==> src/rtl/eagu_pkg.sv <==
package eagu_pkg;
   typedef enum logic [1:0] {
      EA_DIRECT   = 2'd0,
      EA_RELATIVE = 2'd1,
      EA_XPTR     = 2'd2,
      EA_YPTR     = 2'd3
   } ea_mode_e;

   localparam int STAT_W       = 24;
   localparam int WCODE_W      = 2;
   localparam int XSTEP_EN_BIT = 19;
   localparam int XSTEP_DN_BIT = 17;
   localparam int NUM_PTR      = 2;
endpackage

==> src/rtl/eagu_dp_calc.sv <==
module eagu_dp_calc #(
   parameter int ADDR_W = 24,
   parameter int OFFS_W = 8
) (
   input  logic [ADDR_W-1:0] base,
   input  logic [OFFS_W-1:0] offs,
   output logic [ADDR_W-1:0] addr
);
   localparam int PAD_W = ADDR_W - OFFS_W;

   if (PAD_W < 1) begin : g_bad_width
      $error("eagu_dp_calc: offset must be narrower than address");
   end

   always_comb begin
      addr = base + {{PAD_W{1'b0}}, offs};
   end
endmodule

==> src/rtl/eagu_rel_calc.sv <==
module eagu_rel_calc #(
   parameter int ADDR_W  = 24,
   parameter int SHORT_W = 8
) (
   input  logic [ADDR_W-1:0] next_pc,
   input  logic [ADDR_W-1:0] disp_raw,
   input  logic              long_sel,
   output logic [ADDR_W-1:0] addr
);
   logic [ADDR_W-1:0] short_disp;
   logic [ADDR_W-1:0] disp;

   if (SHORT_W < ADDR_W) begin : g_sext
      localparam int EXT_W = ADDR_W - SHORT_W;
      always_comb begin
         short_disp = {{EXT_W{disp_raw[SHORT_W-1]}}, disp_raw[SHORT_W-1:0]};
      end
   end else begin : g_full
      always_comb begin
         short_disp = disp_raw;
      end
   end

   always_comb begin
      disp = long_sel ? disp_raw : short_disp;
      addr = next_pc + disp;
   end
endmodule

==> src/rtl/eagu_ptr_step.sv <==
module eagu_ptr_step #(
   parameter int ADDR_W  = 24,
   parameter int WCODE_W = 2
) (
   input  logic [ADDR_W-1:0]  ptr,
   input  logic               active,
   input  logic               step_en,
   input  logic               step_dn,
   input  logic [WCODE_W-1:0] wcode,
   output logic [ADDR_W-1:0]  ptr_nxt
);
   localparam int PAD_W = ADDR_W - WCODE_W;

   if (PAD_W < 1) begin : g_bad_width
      $error("eagu_ptr_step: width code too wide");
   end

   logic [ADDR_W-1:0] amount;

   always_comb begin
      amount = {{PAD_W{1'b0}}, wcode} + {{(ADDR_W-1){1'b0}}, 1'b1};
      if (active && step_en) begin
         ptr_nxt = step_dn ? (ptr - amount) : (ptr + amount);
      end else begin
         ptr_nxt = ptr;
      end
   end
endmodule

==> src/rtl/eagu_top.sv <==
module eagu_top
   import eagu_pkg::*;
#(
   parameter int ADDR_W  = 24,
   parameter int OFFS_W  = 8,
   parameter int SHORT_W = 8
) (
   input  logic                clk,
   input  logic                rst_n,
   input  logic                req_valid,
   input  logic [1:0]          req_mode,
   input  logic [ADDR_W-1:0]   opnd,
   input  logic [ADDR_W-1:0]   pc_next,
   input  logic [ADDR_W-1:0]   dp_base,
   input  logic [ADDR_W-1:0]   x_in,
   input  logic [ADDR_W-1:0]   y_in,
   input  logic [WCODE_W-1:0]  width_code,
   input  logic                long_rel,
   input  logic [STAT_W-1:0]   status,
   output logic                ea_valid,
   output logic [ADDR_W-1:0]   ea,
   output logic [ADDR_W-1:0]   x_out,
   output logic [ADDR_W-1:0]   y_out
);
   if (OFFS_W > ADDR_W || SHORT_W > ADDR_W) begin : g_bad_cfg
      $error("eagu_top: offset widths exceed address width");
   end
   if (XSTEP_EN_BIT >= STAT_W) begin : g_bad_stat
      $error("eagu_top: status word too narrow for step bits");
   end

   ea_mode_e          mode;
   logic [ADDR_W-1:0] dp_addr;
   logic [ADDR_W-1:0] rel_addr;
   logic [ADDR_W-1:0] ea_nxt;
   logic [ADDR_W-1:0] ptr_in  [NUM_PTR];
   logic [ADDR_W-1:0] ptr_nxt [NUM_PTR];
   logic              ptr_act [NUM_PTR];

   assign mode      = ea_mode_e'(req_mode);
   assign ptr_in[0] = x_in;
   assign ptr_in[1] = y_in;
   assign ptr_act[0] = (mode == EA_XPTR);
   assign ptr_act[1] = (mode == EA_YPTR);

   eagu_dp_calc #(.ADDR_W(ADDR_W), .OFFS_W(OFFS_W)) i_dp (
      .base (dp_base),
      .offs (opnd[OFFS_W-1:0]),
      .addr (dp_addr)
   );

   eagu_rel_calc #(.ADDR_W(ADDR_W), .SHORT_W(SHORT_W)) i_rel (
      .next_pc  (pc_next),
      .disp_raw (opnd),
      .long_sel (long_rel),
      .addr     (rel_addr)
   );

   for (genvar p = 0; p < NUM_PTR; p++) begin : g_ptr
      eagu_ptr_step #(.ADDR_W(ADDR_W), .WCODE_W(WCODE_W)) i_step (
         .ptr     (ptr_in[p]),
         .active  (ptr_act[p]),
         .step_en (status[XSTEP_EN_BIT - p]),
         .step_dn (status[XSTEP_DN_BIT - p]),
         .wcode   (width_code),
         .ptr_nxt (ptr_nxt[p])
      );
   end

   always_comb begin
      unique case (mode)
         EA_DIRECT:   ea_nxt = dp_addr;
         EA_RELATIVE: ea_nxt = rel_addr;
         EA_XPTR:     ea_nxt = x_in;
         EA_YPTR:     ea_nxt = y_in;
         default:     ea_nxt = '0;
      endcase
   end

   always_ff @(posedge clk) begin
      if (!rst_n) begin
         ea_valid <= 1'b0;
         ea       <= '0;
         x_out    <= '0;
         y_out    <= '0;
      end else begin
         ea_valid <= req_valid;
         if (req_valid) begin
            ea    <= ea_nxt;
            x_out <= ptr_nxt[0];
            y_out <= ptr_nxt[1];
         end
      end
   end
endmodule

==> config.mk <==
export PLATFORM = sky130hd
export DESIGN_NAME = eagu_top
export DESIGN_NICKNAME = d
export VERILOG_FILES = /design/src/rtl/eagu_pkg.sv /design/src/rtl/eagu_dp_calc.sv /design/src/rtl/eagu_rel_calc.sv /design/src/rtl/eagu_ptr_step.sv /design/src/rtl/eagu_top.sv
export SDC_FILE = /design/constraint.sdc
export NUM_CORES = 1
export LEC_CHECK = 0
export BUFFER_PORTS_ARGS = -buffer_cell sky130_fd_sc_hd__buf_2
export CORE_MARGIN = 2
export CORE_UTILIZATION = 35
export DETAILED_ROUTE_END_ITERATION = 6
export SYNTH_ARGS = -nofsm -noshare
export SYNTH_HDL_FRONTEND = slang
export SYNTH_SLANG_ARGS = --single-unit
export TNS_END_PERCENT = 50
==> constraint.sdc <==
create_clock -name clk -period 5.91 [get_ports clk]
set_input_delay 1.773 -clock clk [delete_from_list [all_inputs] [get_ports clk]]
set_output_delay 1.773 -clock clk [all_outputs]
set_load 0.05 [all_outputs]
Word level (Yosys, flattened, before mapping):

Cells that the tools add are included.

* bits of input ports: 152
* memories kept: 0
* latch bits: 0
* bits in writable memories: 0
* ROM bits: 0
* output and inout bits: 73
* logic and storage cells: 23
* register bits: 73

* multiply operators: 0
* div/mod/pow operators: 0
* magnitude comparators: 0
* bitwise operators: 0
* reduce and logical (&&, ||, !) cells: 3
* multiplexer cells: 6
* shift operators: 0
* equal/unequal tests: 3
* add/sub/neg operators: 7

Operator list (number)
* $mux 24: 5
* $pmux 24 s4: 1
* $add 24x24->24: 3
* $sub 24x24->24: 2
* $add 24x8->24: 1
* $eq 2x2->1 const B: 2
* $add 2x1->3 const B: 1
* $eq 2x1->1 const B: 1
* $logic_and 1x1->1: 2
* $logic_not 2->1: 1

Longest topological paths before layout:

* depth after elaboration: 4
* mapped depth: 14
* depth with buffers taken out: 12

Cells and area by module:

Synthesis repeated with hierarchy kept, for this count alone.

* cell total of the unflattened synthesis: 1122
* area, all modules: 9177.6 um^2

Modules (own cells, without submodules)
* eagu_top: area each 3492.1 um^2, seq. area each 1461.4 um^2, times used 1, cells each 296
* eagu_ptr_step at g_ptr[0].i_step: area each 1828.0 um^2, seq. area each 0.0 um^2, times used 1, cells each 276
* eagu_ptr_step at g_ptr[1].i_step: area each 1786.7 um^2, seq. area each 0.0 um^2, times used 1, cells each 260
* eagu_rel_calc: area each 1295.0 um^2, seq. area each 0.0 um^2, times used 1, cells each 186
* eagu_dp_calc: area each 775.7 um^2, seq. area each 0.0 um^2, times used 1, cells each 104

Worst setup path before layout:

Ideal clock, no wire load.

* path type: input to register
* start: in width_code[0]
* end: reg y_out[23]
* setup time: 63 ps
* path slack: 1165 ps
* required time: 5847 ps
* stages on the path: 12
* path buffers: 0
* arrival time: 4682 ps
* cell sequence: inv_1 ha_1 xnor2_1 ha_1 nor2b_1 o31a_1 o31a_1 o41ai_2 o21ai_1 mux2i_1 or4_1 nand3_1

* longest elaborated chain between the ends: 4
* elaborated cells on any way between the ends: 5
* those cells by class: 3 x add/sub; 2 x mux

RTL lines
* start: declaration: RTL line eagu_top.sv:17 `input logic [WCODE_W-1:0] width_code,`
* $add 2x1->3 *: RTL line eagu_ptr_step.sv:21 `amount = {{PAD_W{1'b0}}, wcode} + {{(ADDR_W-1){1'b0}}, 1'b1};`
* $add 24x24->24 / $sub 24x24->24 (equally long branches): RTL line eagu_ptr_step.sv:23 `ptr_nxt = step_dn ? (ptr - amount) : (ptr + amount);`
* $mux 24 *: RTL line eagu_ptr_step.sv:23
* $mux 24 *: RTL line eagu_ptr_step.sv:22 `if (active && step_en) begin`
* end signal: assignment: RTL line eagu_top.sv:91 `y_out <= ptr_nxt[1];`
* end: declaration: RTL line eagu_top.sv:23 `output logic [ADDR_W-1:0] y_out`

Mark *: on every way between the ends. The rest lies on a longest branch, timed or not.
A chain may end at the register's enable or synchronous reset.

Final worst setup path:

* start: in width_code[0]
* end: reg x_out[22]

* longest elaborated chain between the ends: 4
* elaborated cells on any way between the ends: 5
* those cells by class: 3 x add/sub; 2 x mux

RTL lines
* $add 2x1->3 *: RTL line eagu_ptr_step.sv:21
* $add 24x24->24 / $sub 24x24->24 (equally long branches): RTL line eagu_ptr_step.sv:23
* $mux 24 *: RTL line eagu_ptr_step.sv:23
* $mux 24 *: RTL line eagu_ptr_step.sv:22
* end signal: assignment: RTL line eagu_top.sv:90 `x_out <= ptr_nxt[0];`
* end: declaration: RTL line eagu_top.sv:22 `output logic [ADDR_W-1:0] x_out,`

Marks and branches as above.

==> results.md <==
- DR pass1 iterations: 4
- Fin crit period: 4.84 ns
- Remaining max-slew budget at the tightest pin: between 30% and 40%
- Category of the critical setup timing path: in2reg
- Post-layout net count: around 1400
- Cell area after synthesis: ~7700 sq um
- Max-Cap Viols: 0
- Cell-internal power: ~1.2 mW
- Fin Clk Skew: 0 ns
- Via count: about 8000
- Critical-path maximum fanout: 6
- Fin crit share: about four fifths
- Switching power total: ~0.84 mW
- Proportion of power drawn by the clock network: between 20% and 30%
- Overall die height: 152 um
- Actual transition at the worst max-transition pin: between 0.9 and 1 ns
- Async set-or-reset flop fraction in the synthesized netlist: 0%
- Hold Fails Final Rpt: 0
- Number of enable flip-flop cells after synthesis: 0
- Power Density: approximately 220 nW/um^2
- Hold-fix buffers, CTS: 0
- VDD IR max: roughly 140 uV
- Hold Crit Depth: 2
- Dominant delay contributor by cell family on the critical path: compound AO/OA/AOI/OAI gates
- Number of core rows: between 50 and 60
- Clock network latency to the later pin of the worst-skew pair: approximately 0.35 ns
- Most frequently used flop master after synthesis: sky130_fd_sc_hd__dfxtp_1
- IO Port Bufs: roughly 200
- Ordered list of cells on the worst path: buf_2 > inv_1 > ha_1 > xnor2_1 > fa_1 > a21o_1 > a311oi_1 > nor2_1 > a22o_1 > o41ai_1 > o21ai_0 > xnor2_1 > a31oi_1
- Layout cell share with drive strength beyond 1: 21.9%
- Sequential share of power: between 20 and 30%
- Total grt overflow: 0
- CTS tree: built
- Number of register bits inferred by synthesis: 73
- Total nets after synthesis: 1244
- Clock buffers created by TritonCTS: 9
- Tot GR Track Use: around 23%
- CTS Root Cell: sky130_fd_sc_hd__clkbuf_16
- Core footprint: between 20000 and 25000 sq um
- Final hold slack: 0.469 ns
- RSZ-0062 raised after global routing: false
- WP buf/inv: 2
- Number of antenna violations at the first check in global routing: 2
- Via count of the first global-routing pass: between 7000 and 8000
- Count of buffers added by post-CTS timing repair for setup: 0
- Count of H-tree levels built during CTS: 3
- DRT iter0 DRCs: ~430
- Yosys cell types: 72
- Sort of element at the end of the critical path: flip-flop
- Total power consumption of the routed design: 2.01 mW
- Slew Viols, Final: 0
- Maximum number of pins on one net before global-route repair: 55
- Remaining DRCs: 0
- Reg2reg path depth: 4
- Dominant cells by area after synthesis: sky130_fd_sc_hd__dfxtp_1, sky130_fd_sc_hd__ha_1, sky130_fd_sc_hd__a21oi_1, sky130_fd_sc_hd__nand2_1, sky130_fd_sc_hd__o21ai_0
- Highest cell delay on the worst timing path: around 0.57 ns
- Most numerous cell on the critical path: sky130_fd_sc_hd__xnor2_1
- Status: completed
- Endpoints failing setup: 0
- Instance count of the mapped netlist: around 1000
- Effective utilization at floorplan: 35.5%
- Sequential cell area fraction in the yosys report: roughly a fifth
- Switching Fraction: a little over two fifths
- Number of top-level design ports: ~230
- Logic gate share of total power: 45.5%
- Proportion of netlist area held by the largest area contributor: around a fifth
- Clock buffer depth: 2
- Routability congestion estimate: around 0.96
- Worst Hold Class: reg2reg
- Average routed wire per standard cell: between 15 and 20 um
- Estimated wirelength of the detail-placed design: 21.4 mm
- Area enclosed by the die boundary: 23200 sq um
- Drt via density: 5.57
- Total negative slack: 0 ns
- Routed wire length: 27.3 mm
- Post-CTS resize count: 0
- CP startpoint kind: input port
- Biggest area consumer among synthesized cells: sky130_fd_sc_hd__dfxtp_1
- Instance count on the critical path: 13
- Data arrival time of the worst path: roughly 5.1 ns
- Warning count from the yosys run: 0
- Area added between synthesis and finish: 20.3%
- Slowest library cell on the worst path: sky130_fd_sc_hd__o41ai_1
- Post-synthesis average cell area: approximately 7.7 sq um
- Total clock sinks: between 70 and 80
- Die Span X: approximately 150 um
- Required time of the worst setup path: 6.12 ns
- Clock transition time at the flip-flop clock pins of the worst setup and hold paths: around 0.07 ns
- LEAKAGE: roughly 4.3 nW
- Antenna violation net count after detailed routing: 0
- F_max: about 210 MHz
- Wire length of the first global-routing pass: roughly 42 mm
worst paths after layout:
path,to,slack [ns],start
min,y_out[15]$_SDFFE_PN0P_,0.47,y_out[15]$_SDFFE_PN0P_
max,x_out[22]$_SDFFE_PN0P_,1.07,width_code[0]
min reg2reg,y_out[15]$_SDFFE_PN0P_,0.47,y_out[15]$_SDFFE_PN0P_
max reg2reg,ea[21]$_SDFFE_PN0P_,4.89,ea[21]$_SDFFE_PN0P_
cell usage after synthesis (11+ instances only):
cell type,number
sky130_fd_sc_hd__nand2_1,124
sky130_fd_sc_hd__a21oi_1,103
sky130_fd_sc_hd__o21ai_0,90
sky130_fd_sc_hd__ha_1,85
sky130_fd_sc_hd__dfxtp_1,73
sky130_fd_sc_hd__nor2_1,70
sky130_fd_sc_hd__clkbuf_1,47
sky130_fd_sc_hd__xnor2_1,45
sky130_fd_sc_hd__nand3_1,30
sky130_fd_sc_hd__a21o_1,24
sky130_fd_sc_hd__xor2_1,23
sky130_fd_sc_hd__inv_1,22
sky130_fd_sc_hd__mux2i_1,22
sky130_fd_sc_hd__nor3_1,21
sky130_fd_sc_hd__and3_1,14
sky130_fd_sc_hd__nor2b_1,14
sky130_fd_sc_hd__a31oi_1,11
worst register-to-register path, stage by stage (launching register included):
cell and delay, ns:
sky130_fd_sc_hd__dfxtp_1 0.33, sky130_fd_sc_hd__o21ai_0 0.27, sky130_fd_sc_hd__nor3_1 0.08, sky130_fd_sc_hd__mux2i_1 0.13, sky130_fd_sc_hd__o21ai_0 0.09
sequential cells by signal (all words and copies together), names as in the netlist:
register,cells
y_out,24
ea,24
ea_valid,1
x_out,24
logic make-up (layout without fill, tap and decap cells):
group                    count (synthesis)  count (layout)  share of synthesized area, %
multiplexers                            36              36                          6.37
AND/OR/NAND/NOR                        316             316                          18.8
flip-flops                              73              73                          19.0
AO/OA/AOI/OAI                          349             349                          29.7
XOR/XNOR                                68              68                          7.74
adder cells (fa/ha/maj)                 89              89                          14.9
other                                    0               2                             0
buffers and inverters                   72             255                          3.53
metal layers:
layer	GRT usage, %	vias up	wire, um
met5	0	-	14
met4	6.54	2	578
met3	4.27	32	1540
met2	37.4	244	12500
met1	30.7	3805	12700
li1	-	4091	-
power groups by stage:
stage / sequential (mW) / clock (mW) / combinational [mW]
finish: 0.554 / 0.544 / 0.915
global route: 0.559 / 0.576 / 0.997
CTS: 0.554 / 0.558 / 0.911
detailed placement: 0.565 / 0 / 0.906
global placement: 0.564 / 0 / 0.902
floorplan: 0.702 / 0 / 0.519
placed cells by master, fill, tap and decap left out, types with 5 or more instances in the layout:
master                      netlist  final
sky130_fd_sc_hd__a211oi_1         6      6
sky130_fd_sc_hd__o21ai_0         90     90
sky130_fd_sc_hd__clkbuf_16        0      9
sky130_fd_sc_hd__a22o_1           5      5
sky130_fd_sc_hd__or3_1            8      8
sky130_fd_sc_hd__a31oi_1         11     11
sky130_fd_sc_hd__nand2_1        124    124
sky130_fd_sc_hd__nand4_1          7      7
sky130_fd_sc_hd__buf_4            0     12
sky130_fd_sc_hd__buf_2            1    204
sky130_fd_sc_hd__a21o_1          24     24
sky130_fd_sc_hd__ha_1            85     85
sky130_fd_sc_hd__nor3_1          21     21
sky130_fd_sc_hd__xnor2_1         45     45
sky130_fd_sc_hd__a311oi_1         9      9
sky130_fd_sc_hd__o21ai_1          6      6
sky130_fd_sc_hd__o211ai_1         8      8
sky130_fd_sc_hd__xor2_1          23     23
sky130_fd_sc_hd__and4_1           5      5
sky130_fd_sc_hd__o21bai_1         6      6
sky130_fd_sc_hd__and2_1           6      6
sky130_fd_sc_hd__a32oi_1          7      7
sky130_fd_sc_hd__a211o_1          5      5
sky130_fd_sc_hd__nor2b_1         14     14
sky130_fd_sc_hd__inv_1           22     22
sky130_fd_sc_hd__o311ai_0         5      5
sky130_fd_sc_hd__nand3_1         30     30
sky130_fd_sc_hd__mux2i_1         22     22
sky130_fd_sc_hd__a21boi_0         5      5
sky130_fd_sc_hd__nand2b_1         7      7
sky130_fd_sc_hd__o21a_1          10     10
sky130_fd_sc_hd__and3_1          14     14
sky130_fd_sc_hd__a21oi_1        103    103
sky130_fd_sc_hd__nor2_1          70     70
sky130_fd_sc_hd__mux4_2          10     10
sky130_fd_sc_hd__dfxtp_1         73     73
per-stage QoR:
stage               cells  utilization, %  worst slack, ns  area (sq um)
floorplan            1003               -             1.17          7700
global placement     1450            41.4            0.742          8970
detailed placement   1450            41.4            0.713          8970
CTS                  1466            42.7             1.07          9260
global route         1467            42.7            0.834          9260
finish               1468            42.7             1.07          9260
final cells by class:
| cell class | instances | area, sq um |
|---|---|---|
| Sequential cell | 73 | 1460 |
| Inverter | 23 | 86.3 |
| Fill cell | 2277 | 12400 |
| Clock inverter | 4 | 27.5 |
| Tap cell | 280 | 350 |
| Timing Repair Buffer | 216 | 1110 |
| Clock buffer | 12 | 256 |
| Multi-Input combinational cell | 858 | 5960 |
| Antenna cell | 2 | 5.00 |
(Power assumes the default switching activity.)
